===== src/rtl/vec_irq_ctrl.sv =====
module vec_irq_ctrl #(
  parameter int          NSRC  = 32,
  parameter int          DW    = 32,
  parameter int          AW    = 12,
  parameter int          DEPTH = 8,
  parameter int          PW    = 3,
  parameter logic [31:0] SPUR  = 32'hFFFF_FFFF
) (
  input  logic          clk,
  input  logic          rst_n,
  input  logic [NSRC-1:0] src,
  input  logic          wr_en,
  input  logic          rd_en,
  input  logic [AW-1:0] addr,
  input  logic [DW-1:0] wdata,
  output logic [DW-1:0] rdata,
  output logic          irq
);
  localparam int IW = $clog2(NSRC);
  localparam int KW = $clog2(DEPTH);
  localparam int SW = $clog2(DEPTH + 1);
  localparam logic [AW-1:0] A_ACK = AW'('h100), A_STAT = AW'('h104), A_PEND = AW'('h108),
                            A_MASK = AW'('h10C), A_ESET = AW'('h120), A_ECLR = AW'('h124),
                            A_XCLR = AW'('h128), A_EOI  = AW'('h130);

  logic [NSRC-1:0] mask, edge_lat, src_q, mode_edge, pend, active, rise;
  logic [PW-1:0]   prio    [NSRC];
  logic [DW-1:0]   vec     [NSRC];
  logic [IW-1:0]   stk_src [DEPTH];
  logic [PW-1:0]   stk_pri [DEPTH];
  logic [SW-1:0]   sp;
  logic [KW-1:0]   top;
  logic            found, preempt, take, eoi;
  logic [IW-1:0]   best_idx;
  logic [PW-1:0]   best_pri, top_pri;
  logic [DW-1:0]   status;

  assign rise = src & ~src_q;

  for (genvar i = 0; i < NSRC; i++) begin : g_pend
    assign pend[i] = mode_edge[i] ? edge_lat[i] : src[i];
  end
  assign active = pend & mask;

  always_comb begin
    found    = 1'b0;
    best_idx = '0;
    best_pri = '0;
    for (int i = 0; i < NSRC; i++)
      if (active[i] && (!found || prio[i] > best_pri)) begin
        found    = 1'b1;
        best_idx = IW'(i);
        best_pri = prio[i];
      end
  end

  assign top     = KW'(sp - SW'(1));
  assign top_pri = (sp != '0) ? stk_pri[top] : '0;
  assign status  = (sp != '0) ? DW'(stk_src[top]) : '0;
  assign preempt = found && (sp == '0 || best_pri > top_pri) && (sp != SW'(DEPTH));
  assign irq     = preempt;
  assign take    = rd_en && addr == A_ACK && preempt;
  assign eoi     = wr_en && addr == A_EOI && sp != '0;

  always_comb begin
    rdata = '0;
    case (addr)
      A_ACK:   rdata = preempt ? vec[best_idx] : SPUR;
      A_STAT:  rdata = status;
      A_PEND:  rdata = DW'(pend);
      A_MASK:  rdata = DW'(mask);
      default: rdata = '0;
    endcase
  end

  always_ff @(posedge clk) begin
    if (!rst_n) begin
      mask      <= '0;
      edge_lat  <= '0;
      src_q     <= '0;
      mode_edge <= '0;
      sp        <= '0;
      for (int i = 0; i < NSRC; i++) begin
        prio[i] <= '0;
        vec[i]  <= '0;
      end
      for (int k = 0; k < DEPTH; k++) begin
        stk_src[k] <= '0;
        stk_pri[k] <= '0;
      end
    end else begin
      src_q <= src;
      if (wr_en && addr == A_ESET) mask <= mask | wdata[NSRC-1:0];
      if (wr_en && addr == A_ECLR) mask <= mask & ~wdata[NSRC-1:0];
      begin
        logic [NSRC-1:0] drop;
        drop = (wr_en && addr == A_XCLR) ? wdata[NSRC-1:0] : '0;
        if (take) drop[best_idx] = 1'b1;
        edge_lat <= (edge_lat & ~drop) | rise;
      end
      if (wr_en && addr[AW-1:7] == '0) begin
        mode_edge[addr[IW+1:2]] <= wdata[5];
        prio[addr[IW+1:2]]      <= wdata[PW-1:0];
      end
      if (wr_en && addr[AW-1:7] == (AW-7)'(1)) vec[addr[IW+1:2]] <= wdata;
      if (take) begin
        stk_src[KW'(sp)] <= best_idx;
        stk_pri[KW'(sp)] <= best_pri;
        sp <= sp + SW'(1);
      end else if (eoi) begin
        sp <= sp - SW'(1);
      end
    end
  end

  a_r2_set_enables: assert property (@(posedge clk) disable iff (!rst_n)
    (wr_en && addr == A_ESET) |=> ((mask & $past(wdata[NSRC-1:0])) == $past(wdata[NSRC-1:0])));
  a_r2_clr_disables: assert property (@(posedge clk) disable iff (!rst_n)
    (wr_en && addr == A_ECLR) |=> ((mask & $past(wdata[NSRC-1:0])) == '0));
  a_r4_edge_cleared: assert property (@(posedge clk) disable iff (!rst_n)
    (wr_en && addr == A_XCLR) |=> ((edge_lat & $past(wdata[NSRC-1:0]) & ~$past(rise)) == '0));
  a_r5_irq_needs_active: assert property (@(posedge clk) disable iff (!rst_n)
    irq |-> ((pend & mask) != '0));
  a_r7_status_is_winner: assert property (@(posedge clk) disable iff (!rst_n)
    take |=> (status == DW'($past(best_idx))));
  a_r8_ack_clears_edge: assert property (@(posedge clk) disable iff (!rst_n)
    (take && mode_edge[best_idx] && !rise[best_idx]) |=> !edge_lat[$past(best_idx)]);
  a_r9_strictly_higher: assert property (@(posedge clk) disable iff (!rst_n)
    (take && sp != '0) |-> (best_pri > stk_pri[top]));
  a_r10_eoi_pops: assert property (@(posedge clk) disable iff (!rst_n)
    eoi |=> (sp == $past(sp) - SW'(1)));
  a_r11_spurious_keeps: assert property (@(posedge clk) disable iff (!rst_n)
    (rd_en && addr == A_ACK && !irq && !wr_en) |=> $stable(sp));
endmodule


===== config.mk =====
export PLATFORM = sky130hd
export DESIGN_NAME = vec_irq_ctrl
export DESIGN_NICKNAME = d
export VERILOG_FILES = /design/src/rtl/vec_irq_ctrl.sv
export SDC_FILE = /design/constraint.sdc
export NUM_CORES = 2
export LEC_CHECK = 0
export ABC_AREA = 1
export BUFFER_PORTS_ARGS = -buffer_cell sky130_fd_sc_hd__buf_2
export CORE_AREA = 2 2 386 579
export DETAILED_ROUTE_END_ITERATION = 16
export DIE_AREA = 0 0 388 581
export HOLD_SLACK_MARGIN = 0.1
export PLACE_DENSITY = 0.49
export RECOVER_POWER = 50
export SLEW_MARGIN = 20
export SYNTH_ARGS = -nofsm -noshare
export SYNTH_HDL_FRONTEND = slang
export SYNTH_SLANG_ARGS = --single-unit

===== constraint.sdc =====
create_clock -name clk -period 59.3 [get_ports clk]
set_input_delay 5.93 -clock clk [delete_from_list [all_inputs] [get_ports clk]]
set_output_delay 5.93 -clock clk [all_outputs]
set_load 0.01 [all_outputs]

Word-level counts from Yosys, hierarchy flattened --
Memories as Yosys holds them, arrays and structs flattened. Index checks and enable logic that the tools add are counted.
Storage, ports and cells: flip-flop bits (word level) 132, bits in writable memories 1184, bits of input ports 80, logic and storage cells 348, memories kept 4
Memory list:
- vec | words 32, bits a word 32, read ports 1, clocked after Yosys merged registers in 0, wr ports 32, line 28 | logic [DW-1:0] vec [NSRC];
- prio | words 32, bits a word 3, read ports 32, clocked after Yosys merged registers in 0, wr ports 32, line 27 | logic [PW-1:0] prio [NSRC];
- stk_src | words 8, bits a word 5, read ports 1, clocked after Yosys merged registers in 0, wr ports 8, line 29 | logic [IW-1:0] stk_src [DEPTH];
- stk_pri | words 8, bits a word 3, read ports 1, clocked after Yosys merged registers in 0, wr ports 8, line 30 | logic [PW-1:0] stk_pri [DEPTH];
Cells by class: add/subtract/negate cells 2, magnitude comparators 36, equality and inequality tests 10, mux-type cells 165, bitwise logic cells 10, reduce and logical (&&, ||, !) cells 116
Operators with widths (number):
- 2-to-1 mux 32 bit | 7
- 2-to-1 mux 5 bit | 34
- AND 32 bit | 4
- one-hot mux 32 bit (4 select lines) | 1
- 2-to-1 mux 3 bit | 37
- == test 12 x 9 -> 1 bit, second input constant | 8
- > comparator 3 bit | 32
- inverter 32 bit | 3
- OR 32 bit | 3
- 2-to-1 mux 1 bit | 81
- logical AND 1 bit | 44
- bitwise mux 32 bit | 1
- logical OR 1 bit | 32
- OR reduction 32 bit | 1
- logical NOT 1 bit | 31
- less-than comparator 5 x 6 -> 1 bit, second input constant | 2
- demux 1 bit (select 5 bit) | 2
- greater-or-equal comparator 5 x 1 -> 1 bit, second input constant | 2
- 2-to-1 mux 4 bit | 2
- OR reduction 3 bit | 2
- == test 5 x 1 -> 1 bit, second input constant | 1
- logical NOT 5 bit | 1
- OR reduction 5 bit | 1
- adder 4 x 1 -> 4 bit, second input constant | 1
- 5 further kinds | 6

Logic depth before layout (Yosys ltp) --
depth after elaboration 137, gate-level depth with buffers 323

Least setup slack after synthesis --
Ideal clock, no wire load.
kind input-to-output, start in src[0], end out rdata[12], arrival 40082 ps, required time 53370 ps, setup slack 13288 ps, cell stages on the path 300, path buffers 6, cells stage by stage inv_2 -> o21ai_2 -> nand2_2 -> nor2_1 -> inv_1 -> ha_1 -> a21oi_1 -> nand2_1 -> nand2_1 -> nand2_1 -> nand2_1 -> nand2_1 -> and2_1 -> ha_1 -> a21oi_1 -> o21ai_0 -> nand2_1 -> nand2_1 -> (+264 left out) -> nand2_1 -> clkbuf_1 -> clkbuf_1 -> buf_2 -> nand2_1 -> o21a_1 -> ha_1 -> a32o_1 -> o21ai_0 -> nand2_1 -> inv_1 -> buf_4 -> dlygate4sd3_1 -> nand3_1 -> nor2_1 -> nand2_1 -> nand2_1 -> nand2_1
On the way: longest elaborated chain between the ends 133
RTL lines:
- from (decl) | line 11 | input logic [NSRC-1:0] src,
- 2-to-1 mux 1 bit * | line 41 | assign pend[i] = mode_edge[i] ? edge_lat[i] : src[i];
- AND 32 bit * | line 43 | assign active = pend & mask;
- 2-to-1 mux 3 bit or 2-to-1 mux 1 bit (tied branches) | line 50 | if (active[i] && (!found || prio[i] > best_pri)) begin
- > comparator 3 bit or logical NOT 1 bit (tied branches) | line 50
- logical OR 1 bit | line 50
- logical AND 1 bit | line 50
- 2-to-1 mux 3 bit or 2-to-1 mux 1 bit (tied branches) | line 50
- > comparator 3 bit or logical NOT 1 bit (tied branches) | line 50
- (+117 left out)
- logical AND 1 bit | line 50
- 2-to-1 mux 3 bit * | line 50
- via best_pri[2] | line 35 | logic [PW-1:0] best_pri, top_pri;
- > comparator 3 bit * | line 60 | assign preempt = found && (sp == '0 || best_pri > top_pri) && (sp != SW'(DEPTH));
- logical OR 1 bit * | line 60
- logical AND 1 bit * (2 in a row) | line 60
- 2-to-1 mux 32 bit * | line 68 | A_ACK: rdata = preempt ? vec[best_idx] : SPUR;
- one-hot mux 32 bit (4 select lines) * | line 67 | case (addr)
- to (decl) | line 16 | output logic [DW-1:0] rdata,
Mark *: on every way through the listed nets, which the timed path passes. The rest lies on a longest branch.

Worst setup path in the final report --
start in src[0], end out rdata[4]
On the way: longest elaborated chain between the ends 133
RTL lines (line):
- 2-to-1 mux 1 bit * | 41
- AND 32 bit * | 43
- parallel branches: the longest is 129 deep, another holds > comparator 3 bit
- 2-to-1 mux 32 bit * | 68
- one-hot mux 32 bit (4 select lines) * | 67
Every way passes the cells marked *.

==> flow_metrics.py <==
metrics = {
    "run_status": {
        "outcome": "finished with violations",
        "violations": "capacitance limit, slew limit",
    },
    "yosys": {
        "synthCells": 7540,
        "async_reset_ff_share_pct": 0,
        "synth_edf_count": 1184,
        "synth_simple_gate_area_share_pct": 29.75,
        "synth_compound_area_share_pct": 3.416,
        "netlist.area_leader.share_pct": 54.08,
        "synth_warnings": 0,
        "synthesis.area_um2": 65740,
        "synth_top_family_by_area": "simple AND/OR/NAND/NOR gates",
        "synth_xor_area_share_pct": 0.05329,
        "synth_fa_ha_area_share_pct": 1.389,
        "synth_nets": 7693,
        "synth.area.mux_share_pct": 0.4263,
        "syn_area_per_cell_um2": 8.719,
        "synth.largest_area_cell": "edfxtp_1",
        "ys.flop_type": "edfxtp_1",
        "synth_cell_types": 56,
        "synth.area.top_cells": "edfxtp_1 (54%), nand2_1 (17%), nor2_1 (8.2%)",
        "ys_ff_latch": 1316,
        "ys_seq_area_share_pct": 58.10,
    },
    "floorplan": {
        "dieArea_um2": 225400,
        "initial_core_util_pct": 29.86,
        "num_rows": 211,
        "ioPinCount": 113,
        "dieHeight_um": 581,
        "core_um2": 220200,
        "die-width_um": 388,
    },
    "hold_path": {
        "hold_end": "edge_lat[0]",
        "holdPathStages": 1,
        "hold_class": "flip-flop to flip-flop",
        "worstHoldStart": "src_q[0]",
    },
    "drt": {
        "avgViaCountPerCell": 4.949,
        "antenna_left": 0,
        "wl_um": 246000,
        "wl_per_cell_um": 23.64,
        "drc": 0,
        "first_pass_iters": 6,
        "drtIter0Drc": 4444,
        "vias": 51510,
    },
    "global_route": {
        "antenna_found_initial": 7,
        "grt_max_degree": 167,
        "grt_pass1_wl_um": 352500,
        "overflow": 0,
        "grt_usage_pct": 21.26,
        "grt_pass1_vias": 50180,
    },
    "finish": {
        "layout_common_cells": "nand2_1 (2957), nor2_1 (1440), edfxtp_1 (1184)",
        "fillers": 23120,
        "area_growth_pct": 8.896,
        "mostFrequentLayoutCell": "nand2_1",
        "nets": 7575,
        "drive_gt1_share_pct": 7.531,
    },
    "setup_path": {
        "cp_top_family": "compound AO/OA/AOI/OAI gates",
        "cp_num_buf_inv": 37,
        "crit_required_ns": 53.37,
        "critPathKind": "primary input to primary output",
        "max_stage_delay_ns": 0.91,
        "start_kind": "primary input",
        "worst_r2r_startpoint": "mode_edge[0]",
        "rrSetupSlack_ns": 16.39,
        "r2r_cells": 280,
        "reg2reg_to": "edge_lat[25]",
        "crit_fanout": 31,
        "path_common_cell": "o21ai_0",
        "end_kind": "primary output",
        "arrival_ns": 48.02,
        "slowest_stage": "o21ai_0",
    },
    "pwr": {
        "combPwrFrac_pct": 5.6,
        "p_per_area_nw_per_um2": 27.76,
        "ir_drop_mv": 0.02980,
        "clkPwrFrac_pct": 40.8,
        "internal-power_mw": 1.513,
        "p_sw_share_pct": 23.88,
        "switching_power_mw": 0.4745,
        "power.leakage_nw": 30.24,
        "pwr-share-seq_pct": 53.6,
    },
    "timing": {
        "whs_ns": 0.4188,
        "layout_min_cycle_time_ns": 53.95,
        "rsz0062_at_grt": "false",
        "finalSetupTns_ns": 0,
        "slew_viol_final": 1291,
        "slew_headroom_pct": -351.9,
        "max_freq_mhz": 18.54,
        "setup_violations": 0,
        "tightestPinTransition_ns": 6.778,
        "finalHoldViolations": 0,
        "finalCritPeriodShare_pct": 90.97,
        "fin_skew_ns": 0.02451,
    },
    "clock_network": {
        "cts_hold_buf": 0,
        "clockBufferDepth": 3,
        "path_clk_slew_ns": 0.07,
        "cts_buffers": 121,
        "cts_max_level": 3,
        "clockRootBuffer": "clkbuf_16",
        "cts_tree": "built",
        "insertion_delay_ns": 0.77,
        "cts_setup_buffers": 0,
        "cts_resized": 0,
        "cts_sinks": 1316,
    },
    "placement": {
        "gp_congestion": 0.8990,
        "dp_hpwl_um": 158500,
        "io_buffers": 112,
    },
    "job": {
        "cap_viol_max_count": 35,
    },
}
synthesized netlist by cell type, types with 20 or more instances:
| cell type | number |
|---|---|
| nand3_2 | 25 |
| buf_2 | 41 |
| buf_8 | 39 |
| nand2_1 | 2958 |
| mux2i_1 | 28 |
| buf_4 | 41 |
| ha_1 | 73 |
| o221ai_1 | 35 |
| clkbuf_1 | 280 |
| o22ai_1 | 75 |
| buf_12 | 26 |
| nand2_2 | 90 |
| dfxtp_1 | 132 |
| buf_6 | 32 |
| nand2_4 | 20 |
| a21oi_1 | 55 |
| o21ai_0 | 184 |
| nand3_1 | 355 |
| nor2_1 | 1441 |
| inv_1 | 301 |
| edfxtp_1 | 1184 |
state kept, by name (all words and copies together) (netlist names), named ones only:
register / flops
vec: 1024
src_q: 32
stk_pri: 24
mode_edge: 32
stk_src: 40
prio: 96
edge_lat: 32
sp: 4
metal layers:
layer  part of all wire (%)  GRT usage [%]  up-vias
met4                    7.2          13.24        4
met2                     49          37.03     1816
li1                       -              -    24050
met3                    5.3          2.190      451
met5                  0.013              0        -
met1                     38          25.03    25190
area by class of cell:
| class | instances | area (um^2) | share of cell area [%] |
|---|---|---|---|
| Antenna cell | 4 | 10.01 | 0.01398 |
| Clock buffer | 147 | 3187 | 4.451 |
| Clock inverter | 83 | 784.5 | 1.096 |
| Inverter | 320 | 1212 | 1.694 |
| Multi-Input combinational cell | 5415 | 23090 | 32.25 |
| Sequential cell | 1316 | 38200 | 53.35 |
| Tap cell | 2875 | 3597 | 5.025 |
| Timing Repair Buffer | 248 | 1515 | 2.116 |
through the flow:
stage | std cells | total power [mW] | worst slack, ns | area, um^2 | utilization [%]
after floorplan | 7540 | 1.143 | 13.29 | 65740 | -
after global placement | 10170 | 1.194 | 4.558 | 67720 | 30.76
after detailed placement | 10170 | 1.195 | 5.743 | 67740 | 30.77
after CTS | 10400 | 2.000 | 5.648 | 71710 | 32.57
after global routing | 10410 | 2.045 | 0.9957 | 71580 | 32.51
final | 10410 | 1.987 | 5.354 | 71590 | 32.51
how the worst max path moves through the flow:
stage               startpoint   endpoint  slack, ns  depth (start not counted)
floorplan               src[0]  rdata[12]      13.29                        300
global placement        src[0]  rdata[31]       4.56                        292
detailed placement      src[0]  rdata[31]       5.74                        286
CTS                     src[0]  rdata[31]       5.65                        286
global route            src[0]  rdata[31]        1.0                        292
finish                  src[0]   rdata[4]       5.35                        283
kinds of logic (layout without fill, tap and decap cells):
| group | after synthesis | in the layout |
|---|---|---|
| buffers and inverters | 809 | 798 |
| and+or+nand+nor | 4926 | 4926 |
| DFF | 1316 | 1316 |
| AOI/OAI and AO/OA | 384 | 384 |
| other | 0 | 4 |
| xor gates and xnor gates | 4 | 4 |
| adders and majority gates | 73 | 73 |
| muxes | 28 | 28 |
power groups by stage:
stage          clock, mW  sequential [mW]  combinational, mW
6_report           0.811             1.06              0.112
5_1_grt            0.856             1.07              0.121
4_1_cts            0.825             1.06              0.112
3_3_place_gp           0             1.08              0.111
2_1_floorplan          0             1.08             0.0628
3_5_place_dp           0             1.08              0.111
(Power assumes the default switching activity.)
